File: src/rtl/conv_ser_pkg.sv
package conv_ser_pkg;
  typedef enum logic [1:0] {
    TX_IDLE  = 2'd0,
    TX_LEAD  = 2'd1,
    TX_SHIFT = 2'd2
  } tx_state_e;

  function automatic int unsigned half_len(input int unsigned base, input logic [1:0] sel);
    return base << sel;
  endfunction
endpackage

File: src/rtl/csm_half_tick.sv
module csm_half_tick #(
  parameter int unsigned CNT_W = 5
) (
  input  logic             clk_i,
  input  logic             rst_ni,
  input  logic             run_i,
  input  logic             restart_i,
  input  logic [CNT_W-1:0] half_i,
  output logic             tick_o
);
  logic [CNT_W-1:0] cnt_q;

  assign tick_o = run_i && (cnt_q == half_i - 1'b1);

  always_ff @(posedge clk_i or negedge rst_ni) begin
    if (!rst_ni)                cnt_q <= '0;
    else if (restart_i || !run_i) cnt_q <= '0;
    else if (tick_o)            cnt_q <= '0;
    else                        cnt_q <= cnt_q + 1'b1;
  end

  assert_tick_in_range_R7: assert property (@(posedge clk_i) disable iff (!rst_ni)
    run_i |-> (cnt_q < half_i));
endmodule

File: src/rtl/csm_conv_timer.sv
module csm_conv_timer #(
  parameter int unsigned CONV_CYCLES = 100
) (
  input  logic clk_i,
  input  logic rst_ni,
  input  logic start_i,
  output logic active_o,
  output logic done_o
);
  localparam int unsigned CW = (CONV_CYCLES > 2) ? $clog2(CONV_CYCLES) : 1;
  localparam logic [CW-1:0] LAST = CW'(CONV_CYCLES - 1);

  logic [CW-1:0] cnt_q;
  logic          active_q;

  assign active_o = active_q;
  assign done_o   = active_q && (cnt_q == LAST);

  always_ff @(posedge clk_i or negedge rst_ni) begin
    if (!rst_ni) begin
      active_q <= 1'b0;
      cnt_q    <= '0;
    end else if (start_i && !active_q) begin
      active_q <= 1'b1;
      cnt_q    <= '0;
    end else if (done_o) begin
      active_q <= 1'b0;
      cnt_q    <= '0;
    end else if (active_q) begin
      cnt_q <= cnt_q + 1'b1;
    end
  end

  assert_done_single_R10: assert property (@(posedge clk_i) disable iff (!rst_ni)
    done_o |=> !done_o);
endmodule

File: src/rtl/csm_shifter.sv
module csm_shifter
  import conv_ser_pkg::*;
#(
  parameter int unsigned RES_W = 18,
  parameter int unsigned CNT_W = 5
) (
  input  logic             clk_i,
  input  logic             rst_ni,
  input  logic             load_i,
  input  logic             lead_i,
  input  logic [RES_W-1:0] data_i,
  input  logic [CNT_W-1:0] half_i,
  output logic             sclk_o,
  output logic             frame_o,
  output logic             sdout_o,
  output logic             active_o
);
  localparam int unsigned BW = $clog2(RES_W);
  localparam logic [BW-1:0] LAST_BIT = BW'(RES_W - 1);

  tx_state_e        state_q;
  logic [RES_W-1:0] shreg_q;
  logic [BW-1:0]    bit_q;
  logic [CNT_W-1:0] half_q;
  logic             sclk_q;
  logic             lead_q;
  logic             tick;

  csm_half_tick #(.CNT_W(CNT_W)) u_tick (
    .clk_i    (clk_i),
    .rst_ni   (rst_ni),
    .run_i    (state_q != TX_IDLE),
    .restart_i(load_i && state_q == TX_IDLE),
    .half_i   (half_q),
    .tick_o   (tick)
  );

  always_ff @(posedge clk_i or negedge rst_ni) begin
    if (!rst_ni) begin
      state_q <= TX_IDLE;
      shreg_q <= '0;
      bit_q   <= '0;
      half_q  <= CNT_W'(1);
      sclk_q  <= 1'b0;
      lead_q  <= 1'b0;
    end else if (load_i && state_q == TX_IDLE) begin
      shreg_q <= data_i;
      half_q  <= half_i;
      bit_q   <= '0;
      sclk_q  <= 1'b0;
      lead_q  <= 1'b0;
      state_q <= lead_i ? TX_LEAD : TX_SHIFT;
    end else if (tick) begin
      unique case (state_q)
        TX_LEAD: begin
          lead_q <= ~lead_q;
          if (lead_q) state_q <= TX_SHIFT;
        end
        TX_SHIFT: begin
          sclk_q <= ~sclk_q;
          if (sclk_q) begin
            shreg_q <= {shreg_q[RES_W-2:0], 1'b0};
            if (bit_q == LAST_BIT) state_q <= TX_IDLE;
            else                   bit_q   <= bit_q + 1'b1;
          end
        end
        default: ;
      endcase
    end
  end

  assign sclk_o   = sclk_q;
  assign frame_o  = (state_q == TX_SHIFT);
  assign sdout_o  = (state_q == TX_SHIFT) ? shreg_q[RES_W-1] : 1'b0;
  assign active_o = (state_q != TX_IDLE);

  assert_data_on_fall_R2: assert property (@(posedge clk_i) disable iff (!rst_ni)
    (state_q == TX_SHIFT && $past(state_q == TX_SHIFT) && !$fell(sclk_q))
      |-> $stable(shreg_q[RES_W-1]));

  assert_bit_range_R2: assert property (@(posedge clk_i) disable iff (!rst_ni)
    (state_q == TX_SHIFT) |-> (bit_q <= LAST_BIT));
endmodule

File: src/rtl/conv_serial_master.sv
module conv_serial_master
  import conv_ser_pkg::*;
#(
  parameter int unsigned RES_W       = 18,
  parameter int unsigned CONV_CYCLES = 100,
  parameter int unsigned BASE_HALF   = 2
) (
  input  logic             clk_i,
  input  logic             rst_ni,
  input  logic             ext_clk_sel_i,
  input  logic             rd_during_i,
  input  logic             inv_sclk_i,
  input  logic             inv_sync_i,
  input  logic [1:0]       div_sel_i,
  input  logic             cnvst_i,
  input  logic [RES_W-1:0] result_i,
  output logic             conv_done_o,
  output logic             busy_o,
  output logic             sclk_o,
  output logic             sync_o,
  output logic             sdout_o
);
  localparam int unsigned MAX_HALF = BASE_HALF * 8;
  localparam int unsigned CNT_W    = $clog2(MAX_HALF + 1);

  logic             conv_active, conv_done, tx_active;
  logic             start_ok, during_q;
  logic             load_after, load_during;
  logic [RES_W-1:0] last_q;
  logic [CNT_W-1:0] half_w;
  logic             sclk_raw, frame_raw, sdout_raw;

  assign busy_o   = conv_active || (!during_q && tx_active);
  assign start_ok = cnvst_i && !busy_o && !tx_active;
  assign half_w   = CNT_W'(half_len(BASE_HALF, div_sel_i));

  csm_conv_timer #(.CONV_CYCLES(CONV_CYCLES)) u_conv (
    .clk_i   (clk_i),
    .rst_ni  (rst_ni),
    .start_i (start_ok),
    .active_o(conv_active),
    .done_o  (conv_done)
  );

  always_ff @(posedge clk_i or negedge rst_ni) begin
    if (!rst_ni) begin
      during_q <= 1'b0;
      last_q   <= '0;
    end else begin
      if (start_ok)  during_q <= rd_during_i;
      if (conv_done) last_q   <= result_i;
    end
  end

  assign load_after  = conv_done && !during_q && !ext_clk_sel_i;
  assign load_during = start_ok && rd_during_i && !ext_clk_sel_i;

  csm_shifter #(.RES_W(RES_W), .CNT_W(CNT_W)) u_shift (
    .clk_i   (clk_i),
    .rst_ni  (rst_ni),
    .load_i  (load_after || load_during),
    .lead_i  (load_during),
    .data_i  (load_after ? result_i : last_q),
    .half_i  (half_w),
    .sclk_o  (sclk_raw),
    .frame_o (frame_raw),
    .sdout_o (sdout_raw),
    .active_o(tx_active)
  );

  assign conv_done_o = conv_done;
  assign sclk_o      = sclk_raw ^ inv_sclk_i;
  assign sync_o      = frame_raw ^ inv_sync_i;
  assign sdout_o     = sdout_raw;

  assert_busy_release_R5: assert property (@(posedge clk_i) disable iff (!rst_ni)
    ($fell(tx_active) && !during_q) |-> $fell(busy_o));

  assert_quiet_outside_R3: assert property (@(posedge clk_i) disable iff (!rst_ni)
    (sync_o == inv_sync_i) |-> !sdout_o);

  assert_start_when_free_R9: assert property (@(posedge clk_i) disable iff (!rst_ni)
    $rose(conv_active) |-> $past(!busy_o && !tx_active));

  assert_ext_no_frame_R8: assert property (@(posedge clk_i) disable iff (!rst_ni)
    ($past(ext_clk_sel_i) && $past(!tx_active)) |-> !$rose(tx_active));
endmodule

File: config.mk
export PLATFORM = sky130hd
export DESIGN_NAME = conv_serial_master
export DESIGN_NICKNAME = d
export VERILOG_FILES = /design/src/rtl/conv_ser_pkg.sv /design/src/rtl/csm_half_tick.sv /design/src/rtl/csm_conv_timer.sv /design/src/rtl/csm_shifter.sv /design/src/rtl/conv_serial_master.sv
export SDC_FILE = /design/constraint.sdc
export NUM_CORES = 1
export LEC_CHECK = 0
export ABC_AREA = 1
export BUFFER_PORTS_ARGS = -buffer_cell sky130_fd_sc_hd__buf_2
export CAP_MARGIN = 25
export CELL_PAD_IN_SITES_DETAIL_PLACEMENT = 1
export CELL_PAD_IN_SITES_GLOBAL_PLACEMENT = 1
export CORE_ASPECT_RATIO = 1.1
export CORE_UTILIZATION = 47
export CTS_CLUSTER_DIAMETER = 40
export DETAILED_ROUTE_END_ITERATION = 16
export GPL_TIMING_DRIVEN = 0
export PLACE_DENSITY_LB_ADDON = 0.15
export REMOVE_ABC_BUFFERS = 1
export SLEW_MARGIN = 40
export SYNTH_ARGS = -nofsm -noshare
export SYNTH_HDL_FRONTEND = slang
export SYNTH_HIERARCHICAL = 1
export SYNTH_SLANG_ARGS = --single-unit
File: constraint.sdc
create_clock -name clk_i -period 4.5 [get_ports clk_i]
set_clock_uncertainty 0.05 [all_clocks]
set_input_delay 0.675 -clock clk_i [delete_from_list [all_inputs] [get_ports clk_i]]
set_output_delay 0.675 -clock clk_i [all_outputs]
set_load 0.03 [all_outputs]
# == After elaboration in Yosys (flattened, before gate mapping) ==
# Index checks and enable logic that the tools add are counted.
# Widths: inputs -> output; s select.
# word_totals
register_bits,64
inputBits,27
latchBits,0
romBits,0
n_memories,0
ram_bits,0
# op_classes
n_addsub,4
shifts,1
reduce_logical,33
div_mod_pow,0
mux,31
eq_ne,9
n_mul,0
n_lt_le_gt_ge,0
bitwise_logic,4
# op_table
op,count
$mux 18,5
$mux 5,7
$mux 7,3
$mux 2,6
$reduce_bool 2->1,6
$logic_and 1x1->1,11
$add 5x1->5 const B,2
$mux 1,9
$add 7x1->7 const B,1
$eq 7x7->1 const B,1
$ne 3x1->1 const B,2
$reduce_bool 3->1,2
$eq 5x5->1,1
$eq 5x5->1 const B,1
$logic_not 1->1,5
$reduce_and 5->1,1
$shl 2x2->5 const A,1
$sub 5x1->5 const B,1
$pmux 2 s2,1
$reduce_and 2->1,2
$reduce_and 4->1,1
$logic_or 1x1->1,3
$ne 3x2->1 const B,1
$reduce_and 3->1,1
other kinds (6),8

# == Logic depth before layout (Yosys ltp) ==
# depth
word_depth,12
depth_mapped,15
ltp_nobuf,15

# == Modules after synthesis ==
# The synthesis kept the hierarchy.
# modules_own_cells
module,cells_per_inst,area_each_um2,instances
csm_shifter,199,1655.3,1
conv_serial_master,163,1153.6,1
csm_conv_timer,63,474.2,1
csm_half_tick,67,406.6,1

# == Worst setup path before layout ==
# OpenSTA, ideal clock, no wires.
# synth_timing
path_kind,register to register
startpoint,register u_conv.cnt_q[0]
endpoint,register u_shift.u_tick.cnt_q[0]
n_path_buf,4
required_time_ps,4329
stages_incl_launch_ff,15
t_arrival_ps,2352
synth_period_minus_slack_ps,2522
setup_slack_ps,1978
cell_sequence,dfrtp_1 ha_1 nand2_2 nor3_2 buf_4 nand3_4 buf_6 nand2_1 nand2_2 inv_1 buf_4 buf_6 nor2_1 nand2_2 nor2_1
# synth_between
elab_chain_len,8
# synth_lines
element,line,text
"start, declared",csm_conv_timer.sv:13,logic [CW-1:0] cnt_q;
"start signal, assigned",csm_conv_timer.sv:30,cnt_q <= cnt_q + 1'b1;
$eq 7x7->1,csm_conv_timer.sv:17,assign done_o = active_q && (cnt_q == LAST);
$logic_and 1x1->1,csm_conv_timer.sv:17,
named net conv_done_o,conv_serial_master.sv:17,"output logic conv_done_o,"
$logic_and 1x1->1 (2 in a row),conv_serial_master.sv:55,assign load_after = conv_done && !during_q && !ext_clk_sel_i;
$logic_or 1x1->1,conv_serial_master.sv:61,".load_i (load_after || load_during),"
$logic_and 1x1->1,csm_shifter.sv:33,".restart_i(load_i && state_q == TX_IDLE),"
$logic_or 1x1->1,csm_half_tick.sv:17,else if (restart_i || !run_i) cnt_q <= '0;
$mux 5,csm_half_tick.sv:17,
"end signal, assigned",csm_half_tick.sv:19,else cnt_q <= cnt_q + 1'b1;
"end, declared",csm_half_tick.sv:11,logic [CNT_W-1:0] cnt_q;
# The timed path passes the listed nets, and every way through them passes these cells.
# A chain may end at the register's enable or synchronous reset.

# == Final worst setup path ==
# layout_timing
startpoint,register u_conv.cnt_q[0]
endpoint,register u_shift.u_tick.cnt_q[0]
# layout_between
elab_chain_len,8
# layout_lines
element,line
$eq 7x7->1,csm_conv_timer.sv:17
$logic_and 1x1->1,csm_conv_timer.sv:17
$logic_and 1x1->1 (2 in a row),conv_serial_master.sv:55
$logic_or 1x1->1,conv_serial_master.sv:61
$logic_and 1x1->1,csm_shifter.sv:33
$logic_or 1x1->1,csm_half_tick.sv:17
$mux 5,csm_half_tick.sv:17
# Every way passes these cells.

==> metrics.md <==
| Metric | Value |
|---|---|
| # rows | 33 |
| Main synth FF type | dfrtp_1 |
| CTS tree | built |
| Synth warn | 6 |
| Root Driver | clkbuf_8 |
| Ports | 32 |
| CTS buffer count | 9 |
| P per Cell Area | 546 nW/um^2 |
| Sink Count | 64 |
| Crit-path max FO | 30 |
| Final wirelength | 8530 um |
| Overflow after GRT | 0 |
| Status | completed |
| Most common cell in the netlist | nand2_1 |
| First-pass GRT wire length | 14,900 um |
| WL per Instance | 13.6 um |
| Cell accounting for the most synthesized area | dfrtp_1 |
| Number of global-route vias before repair | 3,313 |
| Core Area | between 7000 and 8000 sq um |
| Initial DRT Pass Iterations | 4 |
| Worst Hold Class | input pin to async pin |
| Final-stage net count | 551 |
| Commonest cells in the netlist | nand2_1 (179), dfrtp_1 (63), inv_1 (56), nor2_1 (46), o21ai_0 (23) |
| Overall Power | 0.00225 W |
| Post-cts gate resize count | 0 |
| Placed Cells | 613 |
| Syn_area_per_cell | between 7 and 8 sq um |
| Final-layout fill cell count | 981 |
| Worst-Skew Late Latency | 0.35 ns |
| Initial antenna violation count | 0 |
| Max-cap violations | 0 |
| Peak VDD IR | 0.000217 V |
| Worst Hold Margin | about 0.14 ns |
| # DRC | 0 |
| Worst R2R End | u_shift/u_tick/cnt_q[0] |
| Die H | 94.9 um |
| Number of synthesized flops with an enable pin | 0 |
| Share of cells above drive strength 1 | 15.3% |
| Largest net degree at the start of global routing | 38 |
| Core Util, Final | 54.7% |
| Crit path required time | 4.68 ns |
| Clock input transition at the sequential cells of the worst setup and hold paths | roughly 0.07 ns |
| # diodes | 0 |
| Final worst slack | 1.20 ns |
| Clock buffer depth | 2 |
| Number of hold buffers added after CTS | 0 |
| Pre-CTS setup slack | 1.21 ns |
| Leakage power | roughly 2.1 nW |
| Area of the mapped netlist | 3690 sq um |
| Post-synthesis sequential area ratio | 43.4% |
| Worst Setup Start Kind | register |
| Setup crit end kind | register |
| Setup bufs post-CTS | 0 |
| Starting density of the core | 49.1% |
| Die width | 86.5 um |
| Sequential cell area | between 1500 and 2000 sq um |
| RSZ-0062 raised after global routing | false |
| Final Hold Vio Count | 0 |
| Peak Freq | ~0.30 GHz |
| Gr usage total | a little under a quarter |
| Area of the multi-input gates | 1700 sq um |
| Distinct cells, synth | 35 |
| Slew @ Worst Pin | around 0.64 ns |
| GPL Wtd Cong | 0.740 |
| Period Utilization, post-route | 73.4% |
| Leading post-synthesis cells by cell area | dfrtp_1 (43%), nand2_1 (18%), inv_1 (5.7%) |
| Synth top area share | 42.7% |
| Worst Reg-to-Reg Cells | 11 |
| DR iter-0 viols | 61 |
| DPL Wire Length | 5970 um |
| Syn Inst Count | 492 |
| R2R setup slack | roughly 1.2 ns |
| Slew Limit Headroom | 57.3% |
| Die ar. | between 8000 and 9000 sq um |
| Vias | 3,225 |
| Post-route insts no fill | 629 |
| #FFs+latches synth | 64 |
| Setup CP Type | register to register |
| Pins over their slew limit | 0 |
| DR vias/cell | 5.13 |
| Port Buffers | 31 |
| Antenna viol nets, final | 0 |
| Final setup viols | 0 |
| # H-tree levels | 3 |
| RR Startpoint | u_conv/cnt_q[0] |
| Area grow syn2layout | 11.5% |
| Crit path time final | 3.30 ns |
| Asr flop ratio synth | 100% |
| Crit path DAT | 3.48 ns |
[worst max-delay path by stage]
stage          cells past startpoint  slack, ns                      end       startpoint
2_1_floorplan                     10       0.15  u_shift/u_tick/cnt_q[0]  u_conv/cnt_q[0]
3_3_place_gp                      10      -1.04  u_shift/u_tick/cnt_q[0]  u_conv/cnt_q[0]
3_5_place_dp                      11       1.21  u_shift/u_tick/cnt_q[2]  u_conv/cnt_q[0]
4_1_cts                           11       1.15  u_shift/u_tick/cnt_q[2]  u_conv/cnt_q[0]
5_1_grt                           11       0.85  u_shift/u_tick/cnt_q[0]  u_conv/cnt_q[0]
6_report                          11       1.20  u_shift/u_tick/cnt_q[0]  u_conv/cnt_q[0]
[critical path, cell delays in order (launching register included)]
cell     delay, ns
dfrtp_1       0.41
ha_1          0.24
nand2_2       0.11
nor3_4        0.36
buf_6         0.22
nand3_4       0.24
nand2_1       0.23
nand2_2       0.40
inv_2         0.59
nor2_1        0.12
nand2_2       0.15
nor2_1        0.05
[metrics by stage]
stage	setup TNS (ns)	area, sq um
after global routing	0	4110
after detailed placement	0	3890
after global placement	-30.55	3810
final	0	4110
after CTS	0	4110
after floorplan	0	3530
[power breakdown]
group | switching, W | total [W] | internal (W)
sequential | 0.000168 | 0.000946 | 0.000779
clock | 0.000229 | 0.000553 | 0.000324
combinational | 0.000459 | 0.000747 | 0.000288
total | 0.000855 | 0.00225 | 0.00139
[state kept, by name (all words and copies together) (netlist names)]
signal	cells
last_q	18
u_shift/shreg_q	18
u_conv/cnt_q	7
u_shift/bit_q	5
u_shift/half_q	5
u_shift/u_tick/cnt_q	5
u_shift/state_q	2
during_q	1
u_conv/active_o	1
u_shift/lead_q	1
u_shift/sclk_o	1
[placed cells by master, fill, tap and decap left out, types with 2 or more instances in the layout]
master     synthesis  routed
ha_1               5       5
nand4_1           21      21
clkinv_2           0       3
buf_2              4      30
xor2_1             8       8
inv_1             56      55
nand2_2            4       4
nor2_1            46      46
nor2_2             2       2
o21ai_0           23      23
buf_6              7       4
o21bai_1           2       2
nor2_4             2       2
inv_2              5       6
nand2_1          179     179
a31oi_1            9       9
dfrtp_1           63      63
a31oi_2            8       8
nand3_1           20      20
bufinv_16          0       2
a21oi_1            5       5
clkbuf_8           0      10
[metal layers]
layer	wire (um)	global-route usage (%)	vias up	part of all wire (%)
met5	0	0	-	0
met3	218	3.32	15	2.6
li1	-	-	1604	-
met4	150	8.89	0	1.8
met2	4440	42.4	45	52
met1	3720	26.9	1561	44
[layout make-up]
type | instances | share of cell area [%]
Clock buffer | 10 | 3.35
Inverter | 62 | 5.66
Tap cell | 105 | 3.19
Sequential cell | 64 | 39.0
Clock inverter | 6 | 2.01
Timing Repair Buffer | 36 | 5.60
Multi-Input combinational cell | 346 | 41.2
[cells by family (layout without fill, tap and decap cells)]
logic type / Yosys count / after routing / share of synthesized area [%]
buffers and inverters: 82 / 114 / 10.7
xor gates and xnor gates: 9 / 9 / 2.14
AOI/OAI and AO/OA: 51 / 51 / 9.43
DFF: 64 / 64 / 43.4
and+or+nand+nor: 280 / 280 / 32.5
other: 1 / 1 / 0.102
adders and majority gates: 5 / 5 / 1.70
No activity file was read; power rests on OpenSTA's default activity.
